[config.mk]
export PLATFORM = sky130hd
export DESIGN_NAME = page_write_buffer
export DESIGN_NICKNAME = d
export VERILOG_FILES = /design/src/rtl/pwb_pkg.sv /design/src/rtl/pwb_store.sv /design/src/rtl/pwb_timer.sv /design/src/rtl/page_write_buffer.sv
export SDC_FILE = /design/constraint.sdc
export NUM_CORES = 1
export LEC_CHECK = 0
export BUFFER_PORTS_ARGS = -buffer_cell sky130_fd_sc_hd__clkbuf_2
export CORE_MARGIN = 3
export CORE_UTILIZATION = 48
export CTS_CLUSTER_SIZE = 14
export DETAILED_ROUTE_END_ITERATION = 7
export GPL_TIMING_DRIVEN = 0
export PLACE_DENSITY = 0.67
export SLEW_MARGIN = 20
export SYNTH_ARGS = -nofsm -noshare
export SYNTH_HDL_FRONTEND = slang
export SYNTH_SLANG_ARGS = --single-unit
export TNS_END_PERCENT = 1
[constraint.sdc]
create_clock -name clk -period 2.59 [get_ports clk]
set_clock_uncertainty 0.05 [all_clocks]
set_input_delay 0.1295 -clock clk [delete_from_list [all_inputs] [get_ports clk]]
set_output_delay 0.1295 -clock clk [all_outputs]
set_load 0.01 [all_outputs]
[src/rtl/pwb_pkg.sv]
package pwb_pkg;

    typedef enum logic [1:0] {
        PW_IDLE   = 2'd0,
        PW_COMMIT = 2'd1,
        PW_HOLD   = 2'd2
    } pw_state_e;

endpackage

[src/rtl/pwb_store.sv]
// Page buffer entries with a per-entry fill flag.
module pwb_store #(
    parameter int DATA_W  = 8,
    parameter int ENTRIES = 8,
    localparam int IDX_W  = $clog2(ENTRIES)
) (
    input  logic              clk,
    input  logic              rst_n,
    input  logic              wr_en,
    input  logic [IDX_W-1:0]  wr_idx,
    input  logic [DATA_W-1:0] wr_data,
    input  logic              clr,
    input  logic [IDX_W-1:0]  rd_idx,
    output logic [DATA_W-1:0] rd_data,
    output logic              rd_valid,
    output logic [ENTRIES-1:0] fill
);

    logic [DATA_W-1:0] data_arr [ENTRIES];

    for (genvar e = 0; e < ENTRIES; e++) begin : g_entry
        typedef struct packed {
            logic              valid;
            logic [DATA_W-1:0] data;
        } ent_t;

        ent_t ent_d, ent_q;

        always_comb begin
            ent_d = ent_q;
            if (clr) begin
                ent_d.valid = 1'b0;
            end else if (wr_en && (wr_idx == IDX_W'(e))) begin
                ent_d.valid = 1'b1;
                ent_d.data  = wr_data;
            end
        end

        always_ff @(posedge clk or negedge rst_n) begin
            if (!rst_n) ent_q <= '0;
            else        ent_q <= ent_d;
        end

        assign data_arr[e] = ent_q.data;
        assign fill[e]     = ent_q.valid;
    end

    assign rd_data  = data_arr[rd_idx];
    assign rd_valid = fill[rd_idx];

endmodule

[src/rtl/pwb_timer.sv]
// Counts the extra busy cycles that follow the array scan.
module pwb_timer #(
    parameter int CYCLES = 20,
    localparam int CNT_W = (CYCLES > 1) ? $clog2(CYCLES) : 1
) (
    input  logic clk,
    input  logic rst_n,
    input  logic start,
    output logic done
);

    typedef struct packed {
        logic             active;
        logic [CNT_W-1:0] cnt;
    } tmr_t;

    tmr_t tmr_d, tmr_q;

    always_comb begin
        tmr_d = tmr_q;
        if (start) begin
            tmr_d.active = 1'b1;
            tmr_d.cnt    = '0;
        end else if (tmr_q.active) begin
            if (tmr_q.cnt == CNT_W'(CYCLES - 1)) tmr_d.active = 1'b0;
            else                                  tmr_d.cnt    = tmr_q.cnt + 1'b1;
        end
    end

    always_ff @(posedge clk or negedge rst_n) begin
        if (!rst_n) tmr_q <= '0;
        else        tmr_q <= tmr_d;
    end

    assign done = tmr_q.active && (tmr_q.cnt == CNT_W'(CYCLES - 1));

endmodule

[src/rtl/page_write_buffer.sv]
// Collects one transaction's bytes per page; commits them on STOP.
module page_write_buffer
    import pwb_pkg::*;
#(
    parameter int ADDR_W      = 8,
    parameter int DATA_W      = 8,
    parameter int PAGE_BYTES  = 8,   // power of two
    parameter int BUSY_CYCLES = 20,  // at least 1
    localparam int PTR_W      = $clog2(PAGE_BYTES),
    localparam int PAGE_W     = ADDR_W - PTR_W
) (
    input  logic              clk,
    input  logic              rst_n,
    input  logic              addr_load,
    input  logic [ADDR_W-1:0] addr_in,
    input  logic              byte_valid,
    input  logic [DATA_W-1:0] byte_in,
    input  logic              stop_pulse,
    input  logic              start_pulse,
    output logic              busy,
    output logic              mem_we,
    output logic [ADDR_W-1:0] mem_addr,
    output logic [DATA_W-1:0] mem_wdata
);

    typedef struct packed {
        pw_state_e         state;
        logic [PAGE_W-1:0] page;
        logic [PTR_W-1:0]  ptr;
        logic [PTR_W-1:0]  scan;
    } ctl_t;

    ctl_t ctl_d, ctl_q;

    logic                  store_wr;
    logic                  store_clr;
    logic                  tmr_start;
    logic                  tmr_done;
    logic [DATA_W-1:0]     rd_data;
    logic                  rd_valid;
    logic [PAGE_BYTES-1:0] fill;

    always_comb begin
        ctl_d     = ctl_q;
        store_wr  = 1'b0;
        store_clr = 1'b0;
        tmr_start = 1'b0;
        unique case (ctl_q.state)
            PW_IDLE: begin
                if (start_pulse) begin
                    store_clr = 1'b1;
                end else if (stop_pulse) begin
                    if (|fill) begin
                        ctl_d.state = PW_COMMIT;
                        ctl_d.scan  = '0;
                    end
                end else if (addr_load) begin
                    ctl_d.page = addr_in[ADDR_W-1:PTR_W];
                    ctl_d.ptr  = addr_in[PTR_W-1:0];
                    store_clr  = 1'b1;
                end else if (byte_valid) begin
                    store_wr  = 1'b1;
                    ctl_d.ptr = ctl_q.ptr + 1'b1;
                end
            end
            PW_COMMIT: begin
                ctl_d.scan = ctl_q.scan + 1'b1;
                if (ctl_q.scan == PTR_W'(PAGE_BYTES - 1)) begin
                    ctl_d.state = PW_HOLD;
                    tmr_start   = 1'b1;
                    store_clr   = 1'b1;
                end
            end
            PW_HOLD: begin
                if (tmr_done) ctl_d.state = PW_IDLE;
            end
            default: ctl_d.state = PW_IDLE;
        endcase
    end

    always_ff @(posedge clk or negedge rst_n) begin
        if (!rst_n) ctl_q <= '{state: PW_IDLE, default: '0};
        else        ctl_q <= ctl_d;
    end

    pwb_store #(
        .DATA_W  (DATA_W),
        .ENTRIES (PAGE_BYTES)
    ) u_store (
        .clk      (clk),
        .rst_n    (rst_n),
        .wr_en    (store_wr),
        .wr_idx   (ctl_q.ptr),
        .wr_data  (byte_in),
        .clr      (store_clr),
        .rd_idx   (ctl_q.scan),
        .rd_data  (rd_data),
        .rd_valid (rd_valid),
        .fill     (fill)
    );

    pwb_timer #(
        .CYCLES (BUSY_CYCLES)
    ) u_timer (
        .clk   (clk),
        .rst_n (rst_n),
        .start (tmr_start),
        .done  (tmr_done)
    );

    assign busy      = (ctl_q.state != PW_IDLE);
    assign mem_we    = (ctl_q.state == PW_COMMIT) && rd_valid;
    assign mem_addr  = {ctl_q.page, ctl_q.scan};
    assign mem_wdata = rd_data;

endmodule

==> summary.md, run 1 <==
| Metric | Value |
|---|---|
| Run status | completed |
| Initial core utilization | roughly half |
| RSZ-0062 raised after global routing | no |
| Internal Pwr Total | just over 3 mW |
| Required time reported for the critical path endpoint | 2.41 ns |
| Finish-stage setup viols | 0 |
| Fill cell total of the finished layout | 768 |
| Area taken by flip-flops and latches | 2280 um^2 |
| Worst flop-to-flop path startpoint | ctl_q[12]$_DFFE_PN0P_ |
| Sum of overflow across all layers after global routing | 0 |
| CTS tree | yes |
| Final Max Slew Viols | 0 |
| Worst hold path cell count | 2 |
| Switching share of power | 31.8% |
| Area delta synth->final | 13.9% |
| Post-synthesis instance area | between 4000 and 5000 um^2 |
| Met1 track demand over resource in global routing | roughly a quarter |
| Number of different library cells in the post-synthesis netlist | 42 |
| HP Start | addr_load |
| Cell with the most instances after synthesis | sky130_fd_sc_hd__dfrtp_1 |
| Total Routed Length | 8.66 mm |
| Number of synthesis warnings | 0 |
| Capture point of the worst reg-to-reg path | u_store.data_arr[40]$_DFFE_PN0P_ |
| Final Power | approximately 4.5 mW |
| Headroom to the max-slew limit | 47.9% |
| Register-to-Register Path Depth | 4 |
| Number of antenna violations at the first check in global routing | 0 |
| Sink Count | 91 |
| Global-route wire length before repair | 13.9 mm |
| Mean routed wirelength per cell | 18.2 um |
| Worst min-delay path category | primary input to register |
| F_max | about 0.41 GHz |
| Comb pwr share | 34.6% |
| Share of synthesized area occupied by flip-flops and latches | 51.8% |
| DIE HEIGHT | approximately 100 um |
| Core region area | around 8800 um^2 |
| Number of nets with antenna violations after detailed routing | 0 |
| Horizontal extent of the die | between 100 and 150 um |
| RD Place Congestion | 0.849 |
| Vias post-DR | 2691 |
| DRC violation count after routing | 0 |
| Crit path DAT | 2.24 ns |
| Area used by multi-input combinational logic | 1930 um^2 |
| Floorplan row count | 34 |
| Fraction of synthesized cell area taken by the top area cell type | approximately 52% |
| End-of-flow core utilization | 56.9% |
| Via count of the first global-routing pass | between 2000 and 3000 |
| P per Cell Area | roughly 900 nW/um^2 |
| Share of flip-flops with an asynchronous set or reset | 100% |
| Iter 0 DRT Violations | 114 |
| Final Instance Count excl. Fillers | ~480 |
| Tot GR Track Use | between 10% and 20% |
| Deepest level of the CTS H-tree | 3 |
| Highest-utilization routing layer at the global route stage | met2 |
| Part of the total power dissipated in the clock network | around 22% |
| CP endpoint kind | output port |
| Share of the clock period used by the worst path after layout | 93.5% |
| Count of input and output buffers | 39 |
| Power dissipated by switching net loads | ~1.4 mW |
| Worst hold margin | between 0.04 and 0.05 ns |
| Highest ir drop seen on vdd | between 0.5 and 0.6 mV |
| Average cell area after synthesis | about 14 um^2 |
| Library cell used as clock root buffer | sky130_fd_sc_hd__clkbuf_8 |
| Maximum net fanout on the critical path | 10 |
| Final layout net count | ~400 |
| Placed Cells incl. Taps | 452 |
| Kind of critical path | register to output port |
| Number of synthesized register bits | 91 |
| Sequential share of power | 43.8% |
| Post-synth EDFFs | 0 |
| Met3 track demand over resource | 3.99% |
| Ports | 40 |
| DIE AREA | just over 10000 um^2 |
| Ranking of synthesized cells by instance count | sky130_fd_sc_hd__dfrtp_1, sky130_fd_sc_hd__mux2_2, sky130_fd_sc_hd__mux4_2 |
| HPWL reported at the end of detailed placement | ~5.6 mm |
| Launching element type of the critical path | register |
| Average via count per standard cell | 5.67 |
| Final hold violation count | 0 |
| Leading register cell type out of synthesis | sky130_fd_sc_hd__dfrtp_1 |
| Number of buffers inserted during clock tree synthesis | 9 |
| Largest net degree at the start of global routing | around 90 |
| Worst-path clk slew | 0.09 ns |
| Maximum buffer depth of the clock tree | 2 |
| Largest cells by area after synthesis | sky130_fd_sc_hd__dfrtp_1, sky130_fd_sc_hd__mux2_2, sky130_fd_sc_hd__mux4_2, sky130_fd_sc_hd__ha_1, sky130_fd_sc_hd__buf_4 |
| Worst slew pin tran | about 0.78 ns |
| Post-CTS setup repair buffer count | 0 |
| Met2 Use GR | a little under 30% |
| Area leader, netlist | sky130_fd_sc_hd__dfrtp_1 |
| Count of inserted antenna diode cells | 0 |
| Pre-antenna DRT Iters | 5 |
| Sink of the worst hold path | ctl_q[5]$_DFFE_PN0P_ |
| P_leak | ~2.4 nW |
| Share of post-route cells with drive strength above 1 | between 40% and 50% |
| Post-synthesis instance total | just over 300 |
| Post-route minimum period | between 2 and 2.5 ns |
| Max cap viols | 0 |
| Setup slack, reg-to-reg | 0.54 ns |
| Summed negative setup slack over all endpoints | 0 ns |
| Total nets after synthesis | between 300 and 400 |
| Source-to-sink clock delay at the later pin of the worst-skew pair | roughly 0.36 ns |
==> sequential cells by signal, summed over array words and instances (netlist names) <==
name              flops
ctl_q                 5
mem_addr              8
u_store.data_arr     64
u_store.fill          8
u_timer.tmr_q         6
==> critical path, cell delays in order, from the launching register on <==
cell,delay (ns)
sky130_fd_sc_hd__dfrtp_1,0.44
sky130_fd_sc_hd__clkbuf_1,0.62
sky130_fd_sc_hd__mux4_2,0.42
sky130_fd_sc_hd__mux2_2,0.27
sky130_fd_sc_hd__clkbuf_2,0.13
==> how the worst max path moves through the flow <==
stage               cells past startpoint                     from  slack [ns]                          endpoint
global route                            4  mem_addr[0]$_DFFE_PN0P_        0.05                      mem_wdata[4]
detailed placement                      4  mem_addr[0]$_DFFE_PN0P_        0.47                      mem_wdata[7]
finish                                  4  mem_addr[1]$_DFFE_PN0P_        0.17                      mem_wdata[5]
floorplan                               5    ctl_q[12]$_DFFE_PN0P_        0.78  u_store.data_arr[16]$_DFFE_PN0P_
global placement                        1                    rst_n        0.29  u_store.data_arr[46]$_DFFE_PN0P_
CTS                                     4  mem_addr[0]$_DFFE_PN0P_        0.06                      mem_wdata[5]
==> layout make-up <==
type | instances | area share, %
Multi-Input combinational cell | 180 | 38.5
Clock inverter | 6 | 1.27
Tap cell | 108 | 2.70
Inverter | 15 | 1.12
Clock buffer | 10 | 2.75
Timing Repair Buffer | 46 | 5.47
Buffer | 19 | 2.75
Sequential cell | 91 | 45.4
==> power by group through the flow <==
stage / combinational (mW) / clock [mW] / sequential (mW)
floorplan: 1.18 / 0 / 1.93
global placement: 1.54 / 0 / 1.98
detailed placement: 1.57 / 0 / 2.00
CTS: 1.58 / 1.00 / 1.97
global route: 1.71 / 1.06 / 2.02
finish: 1.56 / 0.971 / 1.97
==> per-stage QoR <==
step,area [um^2],worst slack (ns)
after detailed placement,4740,0.466
final,5010,0.167
after CTS,5010,0.0590
after global placement,4730,0.290
after floorplan,4400,0.778
after global routing,5010,0.0505
==> cell usage in the layout, fill, tap and decap left out, types with 2 or more instances in the layout <==
cell,n
sky130_fd_sc_hd__buf_2,2
sky130_fd_sc_hd__a21oi_1,4
sky130_fd_sc_hd__buf_1,2
sky130_fd_sc_hd__dlygate4sd3_1,7
sky130_fd_sc_hd__buf_4,10
sky130_fd_sc_hd__a22oi_1,2
sky130_fd_sc_hd__o221ai_1,2
sky130_fd_sc_hd__clkbuf_8,11
sky130_fd_sc_hd__o21bai_1,2
sky130_fd_sc_hd__nand2_1,5
sky130_fd_sc_hd__nand4_1,2
sky130_fd_sc_hd__clkbuf_2,38
sky130_fd_sc_hd__mux4_2,17
sky130_fd_sc_hd__xor2_1,2
sky130_fd_sc_hd__nor2_1,5
sky130_fd_sc_hd__nor2b_1,3
sky130_fd_sc_hd__and4_2,2
sky130_fd_sc_hd__ha_1,9
sky130_fd_sc_hd__o21ai_0,13
sky130_fd_sc_hd__buf_6,3
sky130_fd_sc_hd__nand2b_1,6
sky130_fd_sc_hd__clkinvlp_4,2
sky130_fd_sc_hd__clkinv_2,2
sky130_fd_sc_hd__nand3_1,2
sky130_fd_sc_hd__dfrtp_1,91
sky130_fd_sc_hd__mux2_2,79
sky130_fd_sc_hd__nor4_1,2
sky130_fd_sc_hd__nand4_2,3
sky130_fd_sc_hd__inv_1,14
sky130_fd_sc_hd__a22o_1,4
sky130_fd_sc_hd__nand3_4,2
==> routing by layer <==
metal	vias to the layer above	part of all wire [%]
met5	-	0
met4	0	1.3
met3	12	3.2
met2	48	50
met1	1384	46
li1	1247	-
==> timing repair <==
item,4_1_cts,5_1_grt
hold buffers,7,0
resized for setup,0,1
endpoints found under the hold margin,97,0
setup endpoints to repair,0,8
==> kinds of logic (layout without fill, tap and decap cells) <==
| family | count (synthesis) | in the layout | share of synthesized area (%) |
|---|---|---|---|
| simple gates | 41 | 41 | 7.25 |
| fa+ha+maj | 9 | 9 | 2.56 |
| buf+inv | 34 | 96 | 4.35 |
| compound gates | 32 | 32 | 4.75 |
| xor+xnor | 2 | 2 | 0.398 |
| mux | 96 | 96 | 28.9 |
| flops | 91 | 91 | 51.8 |
Power figures use the tool's default switching activity.
==> inputs of run 2 (changes only) <==
HOLD_SLACK_MARGIN = 0.15   (was default)
==> run 2 against run 1 <==
Sequential share of layout area is 1.2 points lower. Clock-buffer cell count stayed put. Die area stayed put.
==> summary.md, run 2 (same netlist as run 1, synthesis figures left out) <==
| Metric | Value |
|---|---|
| RSZ-0062 raised after global routing | no |
| Iter 0 DRT Violations | around 120 |
| Ports | 40 |
| Horizontal extent of the die | ~100 um |
| Largest net degree at the start of global routing | around 90 |
| CP max-delay cell | sky130_fd_sc_hd__clkbuf_1 |
| DIE HEIGHT | 102 um |
| Share of post-route cells with drive strength above 1 | between 40 and 50% |
| Pre-antenna DRT Iters | 4 |
| Crit path DAT | between 2 and 2.5 ns |
| Headroom to the max-slew limit | ~47% |
| HPWL reported at the end of detailed placement | ~5.6 mm |
| P per Cell Area | between 800 and 900 nW/um^2 |
| Deepest level of the CTS H-tree | 3 |
| Leading cell type in the layout, fill and taps excluded | sky130_fd_sc_hd__dfrtp_1 |
| Maximum net fanout on the critical path | 10 |
| Final Power | 4.53 mW |
| Worst-path clk slew | roughly 0.090 ns |
| Average via count per standard cell | 5.58 |
| Mean routed wirelength per cell | approximately 18 um |
| Share of the clock period used by the worst path after layout | a little over nine tenths |
| Final hold violation count | 0 |
| Final Max Slew Viols | 0 |
| Number of nets with antenna violations after detailed routing | 0 |
| Core region area | approximately 9000 um^2 |
| Count of inserted antenna diode cells | 0 |
| Required time reported for the critical path endpoint | 2.41 ns |
| RD Place Congestion | 0.849 |
| Via count of the first global-routing pass | between 2000 and 3000 |
| P_leak | 2.47 nW |
| CP endpoint kind | output port |
| CP startpoint | mem_addr[1]$_DFFE_PN0P_ |
| Worst min-delay path category | primary input to register |
| Number of antenna violations at the first check in global routing | 0 |
| DRC violation count after routing | 0 |
| Post-CTS setup repair buffer count | 0 |
| Most used cells in the layout excluding fill and tap cells | sky130_fd_sc_hd__dfrtp_1, sky130_fd_sc_hd__mux2_2, sky130_fd_sc_hd__clkbuf_2 |
| Kind of critical path | register to output port |
| Initial core utilization | between 40% and 50% |
| Fill cell total of the finished layout | ~750 |
| HP Start | start_pulse |
| Source-to-sink clock delay at the later pin of the worst-skew pair | about 0.36 ns |
| Number of buffers inserted during clock tree synthesis | 9 |
| Max cap viols | 0 |
| Post-route minimum period | ~2.4 ns |
| Floorplan row count | 34 |
| Worst slew pin tran | 0.802 ns |
| Finish-stage setup viols | 0 |
| Maximum buffer depth of the clock tree | 2 |
| Tot GR Track Use | between 10% and 20% |
| Sink Count | around 90 |
| Count of input and output buffers | 39 |
| CP max stage delay | between 0.6 and 0.7 ns |
| Run status | completed |
| CTS tree | yes |
| DIE AREA | between 10000 and 15000 um^2 |
| Global-route wire length before repair | 14.1 mm |
| Library cell used as clock root buffer | sky130_fd_sc_hd__clkbuf_8 |
| Launching element type of the critical path | register |
| Cell-by-cell listing of the critical path | clkbuf_1 -> mux4_2 -> mux2_2 -> clkbuf_2 |
| Total Routed Length | between 8 and 9 mm |
| Highest ir drop seen on vdd | around 0.52 mV |
| Final layout net count | 407 |
| Area delta synth->final | 17.1% |
| F_max | slightly above 0.4 GHz |
| Worst flop-to-flop path startpoint | ctl_q[12]$_DFFE_PN0P_ |
| Largest register FFs | 64 |
| Sum of overflow across all layers after global routing | 0 |
| Summed negative setup slack over all endpoints | 0 ns |
| Vias post-DR | approximately 2700 |
-- run 2: metrics by stage --
step                setup slack, ns  hold slack (ns)  utilization, %  std cells  area [um^2]
floorplan                     0.778           -0.216               -        305         4400
CTS                          0.0590            0.173            58.5        489         5150
finish                        0.160            0.181            58.5        489         5150
global route                 0.0505            0.219            58.5        489         5150
detailed placement            0.466            0.194            53.8        452         4740
global placement              0.290            0.313            53.7        452         4730
-- run 2: final cells by class --
class | count | area (um^2) | share of cell area [%]
buffer | 19 | 138 | 2.67
clock buffer | 10 | 138 | 2.67
clock inverter | 6 | 63.8 | 1.24
inverter | 15 | 56.3 | 1.09
multi-input combinational | 180 | 1930 | 37.5
sequential | 91 | 2280 | 44.2
tap | 108 | 135 | 2.62
timing repair buffer | 60 | 414 | 8.04
-- run 2: critical path: cells and delay by family, from the launching register on --
family                 cells  cell delay [ns]
flip-flops                 1             0.44
buffers and inverters      2             0.76
multiplexers               2             0.69
-- run 2: path summary, 6_finish.rpt --
path,slack (ns),endpoint,cells after the start
hold reg to reg,0.45,u_store.data_arr[2]$_DFFE_PN0P_,1
min in group asynchronous,0.29,u_timer.tmr_q[2]$_DFFE_PN0P_,2
setup reg to reg,0.51,u_store.data_arr[40]$_DFFE_PN0P_,4
max in group asynchronous,1.65,u_store.data_arr[25]$_DFFE_PN0P_,2
setup / recovery,0.16,mem_wdata[5],4
hold / removal,0.18,ctl_q[11]$_DFFE_PN0P_,4
-- run 2: repair_timing --
item | 4_1_cts | 5_1_grt
setup endpoints to repair | 0 | 8
endpoints found under the hold margin | 164 | 0
gates resized for setup | 0 | 1
hold buffers | 21 | 0
-- run 2: power breakdown --
part | internal (mW) | total, mW | switching (mW)
clock network | 0.472 | 0.974 | 0.502
logic | 0.864 | 1.58 | 0.716
registers | 1.75 | 1.97 | 0.222
-- run 2: routing by layer --
metal	vias to the layer above	routed length, um	GRT usage [%]
li1	1274	-	-
met1	1399	4020	24.0
met2	47	4400	30.0
met3	10	271	3.99
met4	0	111	6.24
met5	-	0	0
